## src/rtl/mf_pkg.sv

```systemverilog
package mf_pkg;
  localparam int CODE_W   = 16;
  localparam int MANT_W   = 10;  // widest source mantissa
  localparam int EXP_W    = 8;
  localparam int OUT_W    = 32;
  localparam int OUT_MANT = 23;
  localparam int OUT_BIAS = 127;
  localparam int POS_W    = $clog2(MANT_W);
  localparam int PAD_W    = OUT_MANT - MANT_W;
  // exponent of a renormalised subnormal is pos + SUB_OFF - bias
  localparam int SUB_OFF  = OUT_BIAS - (MANT_W - 1);
  localparam logic [OUT_W-1:0] QNAN_WORD = 32'h7FC0_0000;

  typedef enum logic [1:0] {
    SRC_E4M3  = 2'd0,
    SRC_E5M2  = 2'd1,
    SRC_E8M7  = 2'd2,
    SRC_E5M10 = 2'd3
  } src_fmt_e;

  typedef struct packed {
    logic              sign;
    logic [EXP_W-1:0]  exp;
    logic [MANT_W-1:0] mant;   // left-aligned
    logic [EXP_W-1:0]  bias;
    logic              nan;
    logic              inf;
    logic              zero;
    logic              sub;
    logic              wide_exp; // exponent as wide as the output
  } src_fields_t;
endpackage

```

## src/rtl/mf_unpack.sv

```systemverilog
module mf_unpack
  import mf_pkg::*;
(
  input  logic [1:0]        fmt_i,
  input  logic [CODE_W-1:0] code_i,
  output src_fields_t       f_o
);
  logic              all_ones;
  logic              mant_nz;
  logic              e4m3_nan;

  always_comb begin
    f_o = '0;
    all_ones = 1'b0;
    e4m3_nan = 1'b0;
    unique case (src_fmt_e'(fmt_i))
      SRC_E4M3: begin
        f_o.sign = code_i[7];
        f_o.exp  = {4'b0, code_i[6:3]};
        f_o.mant = {code_i[2:0], 7'b0};
        f_o.bias = 8'd7;
        e4m3_nan = (code_i[6:0] == 7'h7F);
      end
      SRC_E5M2: begin
        f_o.sign = code_i[7];
        f_o.exp  = {3'b0, code_i[6:2]};
        f_o.mant = {code_i[1:0], 8'b0};
        f_o.bias = 8'd15;
        all_ones = &code_i[6:2];
      end
      SRC_E8M7: begin
        f_o.sign = code_i[15];
        f_o.exp  = code_i[14:7];
        f_o.mant = {code_i[6:0], 3'b0};
        f_o.bias = 8'd127;
        all_ones = &code_i[14:7];
        f_o.wide_exp = 1'b1;
      end
      default: begin
        f_o.sign = code_i[15];
        f_o.exp  = {3'b0, code_i[14:10]};
        f_o.mant = code_i[9:0];
        f_o.bias = 8'd15;
        all_ones = &code_i[14:10];
      end
    endcase
    mant_nz  = |f_o.mant;
    f_o.nan  = e4m3_nan | (all_ones & mant_nz);
    f_o.inf  = all_ones & ~mant_nz;
    f_o.zero = (f_o.exp == '0) & ~mant_nz;
    f_o.sub  = (f_o.exp == '0) & mant_nz;
  end
endmodule

```

## src/rtl/mf_lead_one.sv

```systemverilog
module mf_lead_one #(
  parameter int W   = 10,
  localparam int PW = $clog2(W)
) (
  input  logic [W-1:0]  vec_i,
  output logic [PW-1:0] pos_o
);
  // highest set bit wins; zero vector gives 0 (unused by caller)
  always_comb begin
    pos_o = '0;
    for (int i = 0; i < W; i++) begin
      if (vec_i[i]) pos_o = PW'(i);
    end
  end
endmodule

```

## src/rtl/mf_widen.sv

```systemverilog
module mf_widen
  import mf_pkg::*;
(
  input  logic              clk_i,
  input  logic              rst_ni,
  input  logic [1:0]        fmt_i,
  input  logic [CODE_W-1:0] code_i,
  output logic [OUT_W-1:0]  word_o
);
  src_fields_t             f;
  logic [POS_W-1:0]        lead_pos;
  logic [POS_W-1:0]        shamt;
  logic [OUT_MANT-1:0]     mant_ext;
  logic [OUT_MANT-1:0]     mant_shl;
  logic [EXP_W+1:0]        exp_norm;
  logic [EXP_W+1:0]        exp_sub;
  logic [OUT_W-1:0]        word_d;
  logic [OUT_W-1:0]        word_q;

  mf_unpack u_unpack (.fmt_i(fmt_i), .code_i(code_i), .f_o(f));

  mf_lead_one #(.W(MANT_W)) u_lead (.vec_i(f.mant), .pos_o(lead_pos));

  always_comb begin
    mant_ext = {f.mant, {PAD_W{1'b0}}};
    shamt    = POS_W'(MANT_W) - lead_pos;
    mant_shl = mant_ext << shamt;  // leading one falls off the top
    exp_norm = (EXP_W+2)'(f.exp) + (EXP_W+2)'(OUT_BIAS) - (EXP_W+2)'(f.bias);
    exp_sub  = (EXP_W+2)'(lead_pos) + (EXP_W+2)'(SUB_OFF) - (EXP_W+2)'(f.bias);
    if (f.nan)
      word_d = QNAN_WORD;
    else if (f.inf)
      word_d = {f.sign, {EXP_W{1'b1}}, {OUT_MANT{1'b0}}};
    else if (f.zero)
      word_d = {f.sign, {(OUT_W-1){1'b0}}};
    else if (f.sub && f.wide_exp)
      word_d = {f.sign, {EXP_W{1'b0}}, mant_ext};
    else if (f.sub)
      word_d = {f.sign, exp_sub[EXP_W-1:0], mant_shl};
    else
      word_d = {f.sign, exp_norm[EXP_W-1:0], mant_ext};
  end

  always_ff @(posedge clk_i or negedge rst_ni) begin
    if (!rst_ni) word_q <= '0;
    else         word_q <= word_d;
  end

  assign word_o = word_q;
endmodule

```

## config.mk

```make
export PLATFORM = sky130hd
export DESIGN_NAME = mf_widen
export DESIGN_NICKNAME = d
export VERILOG_FILES = /design/src/rtl/mf_pkg.sv /design/src/rtl/mf_unpack.sv /design/src/rtl/mf_lead_one.sv /design/src/rtl/mf_widen.sv
export SDC_FILE = /design/constraint.sdc
export NUM_CORES = 1
export LEC_CHECK = 0
export CAP_MARGIN = 0
export CORE_MARGIN = 2
export CORE_UTILIZATION = 45
export DETAILED_ROUTE_END_ITERATION = 8
export DONT_BUFFER_PORTS = 1
export PLACE_DENSITY_LB_ADDON = 0.3
export SLEW_MARGIN = 25
export SYNTH_ARGS = -nofsm -noshare
export SYNTH_HDL_FRONTEND = slang
export SYNTH_SLANG_ARGS = --single-unit
```

## constraint.sdc

```tcl
create_clock -name clk_i -period 1.06 [get_ports clk_i]
set_clock_uncertainty 0.1 [all_clocks]
set_input_delay 0.106 -clock clk_i [delete_from_list [all_inputs] [get_ports clk_i]]
set_output_delay 0.106 -clock clk_i [all_outputs]
set_load 0.02 [all_outputs]
```

==> results_dict.tcl, run 1 <==
set metrics [dict create \
    fin_cells 410 \
    cts.path.max_buffers 2 \
    cts_tree "done" \
    largest_reg_flops 19 \
    critical_path_class "primary input to flop" \
    worst_pin_slew_ns 0.790 \
    die_area_sq_um 5500 \
    ys_seq_area_share_pct 21.5 \
    antenna_found_initial 0 \
    period_minus_slack_ns 2.33 \
    violations "negative hold slack, negative setup slack" \
    start_util_pct 46.9 \
    vias_per_cell 5.85 \
    syn_inst 260 \
    crit_fanout 27 \
    fp.dieH_um 74.2 \
    placed_cell_area_sq_um 2800 \
    postRouteAntennaNets 0 \
    worstSetupEndpointType "flop" \
    swShare_pct 39.4 \
    cts.sinks 19 \
    numCtsBuffers 3 \
    synth_cell_types 57 \
    fmax_ghz 0.430 \
    wl_per_cell_um 17.9 \
    std_cell_rows 25 \
    final_common_cell "buf_4" \
    globalplace.congestion 1.04 \
    drv_slew 0 \
    drv_cap 0 \
    setup_ws_ns -1.27 \
    period_share_pct 219 \
    nNetsFinal 380 \
    drc 0 \
    synth_area_per_cell_sq_um 8.52 \
    grt_max_degree 28 \
    vdd_drop_max_uv 409 \
    grt_pass1_vias 2287 \
    dp_hpwl_um 5050 \
    drive_above_1_share_pct 49.6 \
    drt_first_pass_iters 4 \
    synth-edff-count 0 \
    grt_pass1_wl_um 11200 \
    relSlewSlack_pct 47.3 \
    crit_arrival_ns 2.39 \
    routed_wl_um 7320 \
    critPathRequiredTime_ns 1.12 \
    htreeDepth 1 \
    portBuffers 0 \
    vias 2399 \
    grt_usage_pct 26.5 \
    hp-class "primary input to asynchronous set/reset pin" \
    core_area_sq_um 4720 \
    startpoint_type "primary input" \
    syn_area_sq_um 2220 \
    finalHoldViolCount 19 \
    p_leak_nw 1.47 \
    dp_cells 379 \
    power_switching_w 0.00137 \
    ioPinCount 52 \
    drt_iter0_drc 222 \
    die_x_um 74.2 \
    synth-main-ff-cell "dfrtp_1" \
    area_growth_pct 54.2 \
    rsz0062_at_grt "true" \
    design_area_sq_um 3420 \
    synthArstFlopShare_pct 100 \
    dp_slack_ns -1.55 \
    hold_ws_ns -0.100 \
    final_cell_mix "70 x buf_4, 19 x dfrtp_1, 18 x buf_6" \
    p_int_w 0.00211 \
    grt.overflow.total 0 \
    powerDensity_nw_per_um2 1020 \
    ys_warn_count 0 \
    cts_root_buf "clkbuf_8" \
    setup_viol 19 \
    n_antenna_cell 0 \
    ys_seq_elements 19 \
    seq_power_share_pct 27.5 \
    clk_pin_slew_ns 0.07 \
    comb_power_share_pct 58.4 \
    power_frac_clock_pct 14.2 \
    status "finished with violations" \
]
[cells by family (layout without fill, tap and decap cells)]
group           count (synthesis)  after routing  synth area share, %
mux                            21             21                 15.1
fa+ha+maj                      16             16                 9.71
buf+inv                        40            111                 10.0
xor+xnor                        7              7                 2.77
simple gates                   83             83                 17.8
compound gates                 73             73                 23.0
flops                          19             19                 21.5
other cells                     1             13                0.169
[per-layer routing]
metal / vias to the layer above / wire, um / track usage (%)
met2: 125 / 3550 / 44.5
met3: 24 / 499 / 2.30
li1: 1106 / - / -
met1: 1144 / 3060 / 36.1
met5: - / 0 / 0
met4: 0 / 206 / 8.08
[power by group through the flow]
stage | sequential [W] | combinational, W | clock (W)
after floorplan | 0.000966 | 0.00104 | 0
after global placement | 0.000973 | 0.00146 | 0
after detailed placement | 0.000974 | 0.00148 | 0
after CTS | 0.000960 | 0.00178 | 0.000499
after global routing | 0.000967 | 0.00217 | 0.000550
final | 0.000957 | 0.00204 | 0.000495
[critical path: stages]
cell	delay (ns)
mux4_2	0.54
a211oi_2	0.32
nor2_2	0.10
inv_4	0.11
ha_4	0.24
nor2_1	0.25
nand4_1	0.14
a311o_1	0.38
a221oi_2	0.19
[per-stage QoR]
| stage | setup TNS (ns) | utilization [%] | total power, W |
|---|---|---|---|
| 2_1_floorplan | -26.28 | - | 0.00201 |
| 3_3_place_gp | -25.29 | 59.3 | 0.00244 |
| 3_5_place_dp | -25.61 | 59.3 | 0.00245 |
| 4_1_cts | -19.52 | 67.6 | 0.00324 |
| 5_1_grt | -21.31 | 72.3 | 0.00368 |
| 6_report | -20.15 | 72.3 | 0.00349 |
[what timing repair did]
action	4_1_cts	5_1_grt
buffers inserted	12	14
resized for setup	49	27
pin swaps	21	18
hold buffers	3	0
endpoints found under the setup margin	19	38
endpoints found under the hold margin	21	0
[path summary, 6_finish.rpt]
check,to,start,depth (start not counted)
min in group clk_i,word_o[31],code_i[7],2
max in group asynchronous,word_o[23],rst_ni,1
worst min-delay path,word_o[30],rst_ni,1
worst max-delay path,word_o[21],fmt_i[0],9
[cells in the mapped netlist (all sizes together) (4+ instances only)]
master / count / share of area, %
mux2: 6 / 3.0
dfrtp: 19 / 21
nand2: 23 / 3.9
nand2b: 4 / 1.1
or3: 4 / 1.1
inv: 13 / 2.2
ha: 14 / 7.9
a21oi: 16 / 3.6
and2: 5 / 1.4
a211oi: 4 / 1.6
mux2i: 6 / 2.7
a31oi: 4 / 1.1
clkbuf: 9 / 1.5
buf: 17 / 6.2
o211ai: 6 / 2.0
mux4: 9 / 9.3
nor3: 8 / 1.8
a21o: 6 / 2.0
nor2: 24 / 4.1
o21ai: 12 / 2.7
xnor2: 5 / 2.0
[cell type report]
cell class / instances / area, sq um
multi-input combinational: 213 / 1950
tap: 67 / 83.8
inverter: 14 / 60.1
timing repair buffer: 93 / 801
sequential: 19 / 475
clock buffer: 4 / 45.0
fill: 326 / 1310
Power figures use the tool's default switching activity.
==> run 2, diff against run 1 <==
--- a/config.mk
+++ b/config.mk
@@ -5,6 +5,7 @@
 export SDC_FILE = /design/constraint.sdc
 export NUM_CORES = 1
 export LEC_CHECK = 0
+export ABC_AREA = 1
 export CAP_MARGIN = 0
 export CORE_MARGIN = 2
 export CORE_UTILIZATION = 45
@@ -14,4 +15,5 @@
 export SLEW_MARGIN = 25
 export SYNTH_ARGS = -nofsm -noshare
 export SYNTH_HDL_FRONTEND = slang
+export SYNTH_HIERARCHICAL = 1
 export SYNTH_SLANG_ARGS = --single-unit
==> results_dict.tcl, run 2 <==
set metrics [dict create \
    postRouteAntennaNets 0 \
    yosysTopAreaCellShare_pct 19.3 \
    ioPinCount 52 \
    portBuffers 0 \
    drt_iter0_drc 216 \
    p_total_w 0.00406 \
    p_int_w 0.00226 \
    cp_slowest_stage_delay_ns 0.42 \
    cp-startpoint "fmt_i[0]" \
    synth.top_cells.by_area "nand2_1 19%, dfrtp_1 17%, nand3_1 16%" \
    period_minus_slack_ns 2.06 \
    violations "negative hold slack, negative setup slack" \
    relSlewSlack_pct 51.1 \
    swShare_pct 44.4 \
    synth_top_family_by_area "simple AND/OR/NAND/NOR gates" \
    startpoint_type "primary input" \
    cts_tree "done" \
    largest_reg_flops 19 \
    synth_area_per_cell_sq_um 5.94 \
    ys_seq_area_share_pct 16.7 \
    post-route-util_pct 65.8 \
    power_frac_clock_pct 11.0 \
    drv_slew 0 \
    setup_viol 19 \
    synthAdderAreaFrac_pct 12.0 \
    syn_area_sq_um 2840 \
    numCtsBuffers 3 \
    tns_ns -14.49 \
    vias_per_cell 5.24 \
    cts.sinks 19 \
    synth-main-ff-cell "dfrtp_1" \
    wl_per_cell_um 12.9 \
    ys_warn_count 6 \
    routed_wl_um 7940 \
    rsz0062_at_grt "true" \
    n_fill_cell 529 \
    vdd_drop_max_uv 1080 \
    die_x_um 83.4 \
    worstSetupEndpointType "flop" \
    start_util_pct 47.1 \
    seq_power_share_pct 25.8 \
    synthMuxAreaShare_pct 0 \
    drt_first_pass_iters 5 \
    htreeDepth 1 \
    crit_chain "nand3_1 -> nand2_2 -> nor2_4 -> o21ai_2 -> a31oi_4 -> inv_2 -> ha_4 -> inv_2 -> ha_4 -> fa_2 -> nand3_2 -> nand3_2 -> xnor2_1 -> nand2_1 -> nand3_1 -> nand2_1" \
    worst_pin_slew_ns 0.734 \
    clk_pin_slew_ns 0.06 \
    nNetsFinal 587 \
    globalplace.congestion 0.898 \
    core_area_sq_um 6030 \
    final_common_cell "nand2_1" \
    synth-compound-area-share_pct 5.73 \
    syn_inst 478 \
    fp.dieH_um 83.4 \
    vias 3220 \
    grt_pass1_wl_um 12900 \
    multi_input_area_sq_um 2430 \
    crit_fanout 25 \
    cts.path.max_buffers 2 \
    crit_arrival_ns 2.10 \
    hold_ws_ns -0.109 \
    grt.overflow.total 0 \
    antenna_found_initial 0 \
    synth.most_common_cell "nand2_1" \
    fmax_ghz 0.485 \
    finalHoldViolCount 19 \
    ctsHoldBuffers 1 \
    area_growth_pct 39.7 \
    yosysTopAreaCell "nand2_1" \
    final_cell_mix "129 x nand2_1, 69 x nand3_1, 64 x buf_4" \
    synth_common_cells "146 x nand2_1, 88 x nand3_1, 65 x inv_1" \
    std_cell_rows 28 \
    synthArstFlopShare_pct 100 \
    period_share_pct 195 \
    synth_cell_types 27 \
    n_antenna_cell 0 \
    p_leak_nw 2.06 \
    synthSimpleGateAreaFrac_pct 44.7 \
    hp-class "primary input to asynchronous set/reset pin" \
    drc 0 \
    critical_path_class "primary input to flop" \
    ys_seq_elements 19 \
    critPathSlowestCell "fa_2" \
    drv_cap 0 \
    register_area_sq_um 475 \
    powerDensity_nw_per_um2 1020 \
    synth-edff-count 0 \
    die_area_sq_um 6960 \
    grt_pass1_vias 2902 \
    setup_ws_ns -1.00 \
    drive_above_1_share_pct 34.6 \
    status "finished with violations" \
    dp_hpwl_um 5670 \
    critPathRequiredTime_ns 1.09 \
    synthXorXnorAreaFrac_pct 2.07 \
    grt_usage_pct 21.5 \
    cts_root_buf "clkbuf_8" \
    power_switching_w 0.00180 \
    comb_power_share_pct 63.3 \
    grt_max_degree 34 \
]
[run 2: cell types whose count changed in the layout (fill, tap and decap cells not counted), sizes merged, moves of 7 or more]
cell | previous run | this run
nand2 | 23 | 148
nand3 | 3 | 88
inv | 13 | 70
nor2 | 24 | 42
buf | 90 | 75
ha | 14 | 24
mux4 | 9 | 0
nor3 | 8 | 1
[run 2: metrics by stage]
| stage | area (sq um) | cells | setup slack (ns) |
|---|---|---|---|
| CTS | 3670 | 612 | -0.902 |
| global route | 3970 | 615 | -1.15 |
| finish | 3970 | 615 | -1.00 |
| floorplan | 2990 | 492 | -1.52 |
| detailed placement | 3230 | 592 | -1.30 |
| global placement | 3230 | 592 | -1.25 |
[run 2: worst max-delay path, delay by kind of cell]
kind	cells	cell delay (ns)
buffers and inverters	2	0.11
and+or+nand+nor	8	0.64
adders and majority gates	3	0.84
AOI/OAI and AO/OA	2	0.24
xor gates and xnor gates	1	0.15
[run 2: worst paths after layout]
kind,endpoint,cells past startpoint,slack [ns]
setup / recovery,word_o[28],16,-1.00
min in group clk_i,word_o[31],3,0.08
hold / removal,word_o[30],1,-0.11
max in group asynchronous,word_o[13],1,0.51
[run 2: power groups by stage]
stage | clock [W] | combinational, W | sequential (W)
3_5_place_dp | 0 | 0.00190 | 0.00106
4_1_cts | 0.000460 | 0.00222 | 0.00105
6_report | 0.000444 | 0.00257 | 0.00104
5_1_grt | 0.000483 | 0.00283 | 0.00105
2_1_floorplan | 0 | 0.00145 | 0.00105
3_3_place_gp | 0 | 0.00186 | 0.00106
[run 2: repair_timing]
action / 4_1_cts / 5_1_grt
setup buffers: 15 / 8
gates cloned: 0 / 0
endpoints found under the hold margin: 19 / 19
resized for setup: 61 / 69
pin swaps: 28 / 45
endpoints found under the setup margin: 19 / 38
[run 2: final cells by class]
cell class / instances / area share, %
Clock buffer: 4 / 1.14
Inverter: 70 / 7.26
Multi-Input combinational cell: 371 / 61.4
Sequential cell: 19 / 12.0
Tap cell: 75 / 2.37
Timing Repair Buffer: 76 / 15.9
[run 2: cells by family (layout without fill, tap and decap cells)]
family	Yosys count	after routing
simple gates	292	292
buf+inv	102	150
compound gates	31	31
fa+ha+maj	26	26
flops	19	19
xor+xnor	5	5
other cells	3	17
[run 2: layer usage]
metal	wire length, um	global-route usage [%]	share of wire (%)
met5	0	0	0
met4	137	3.96	1.7
met3	474	2.19	6.0
met2	3830	36.4	48
met1	3500	29.8	44
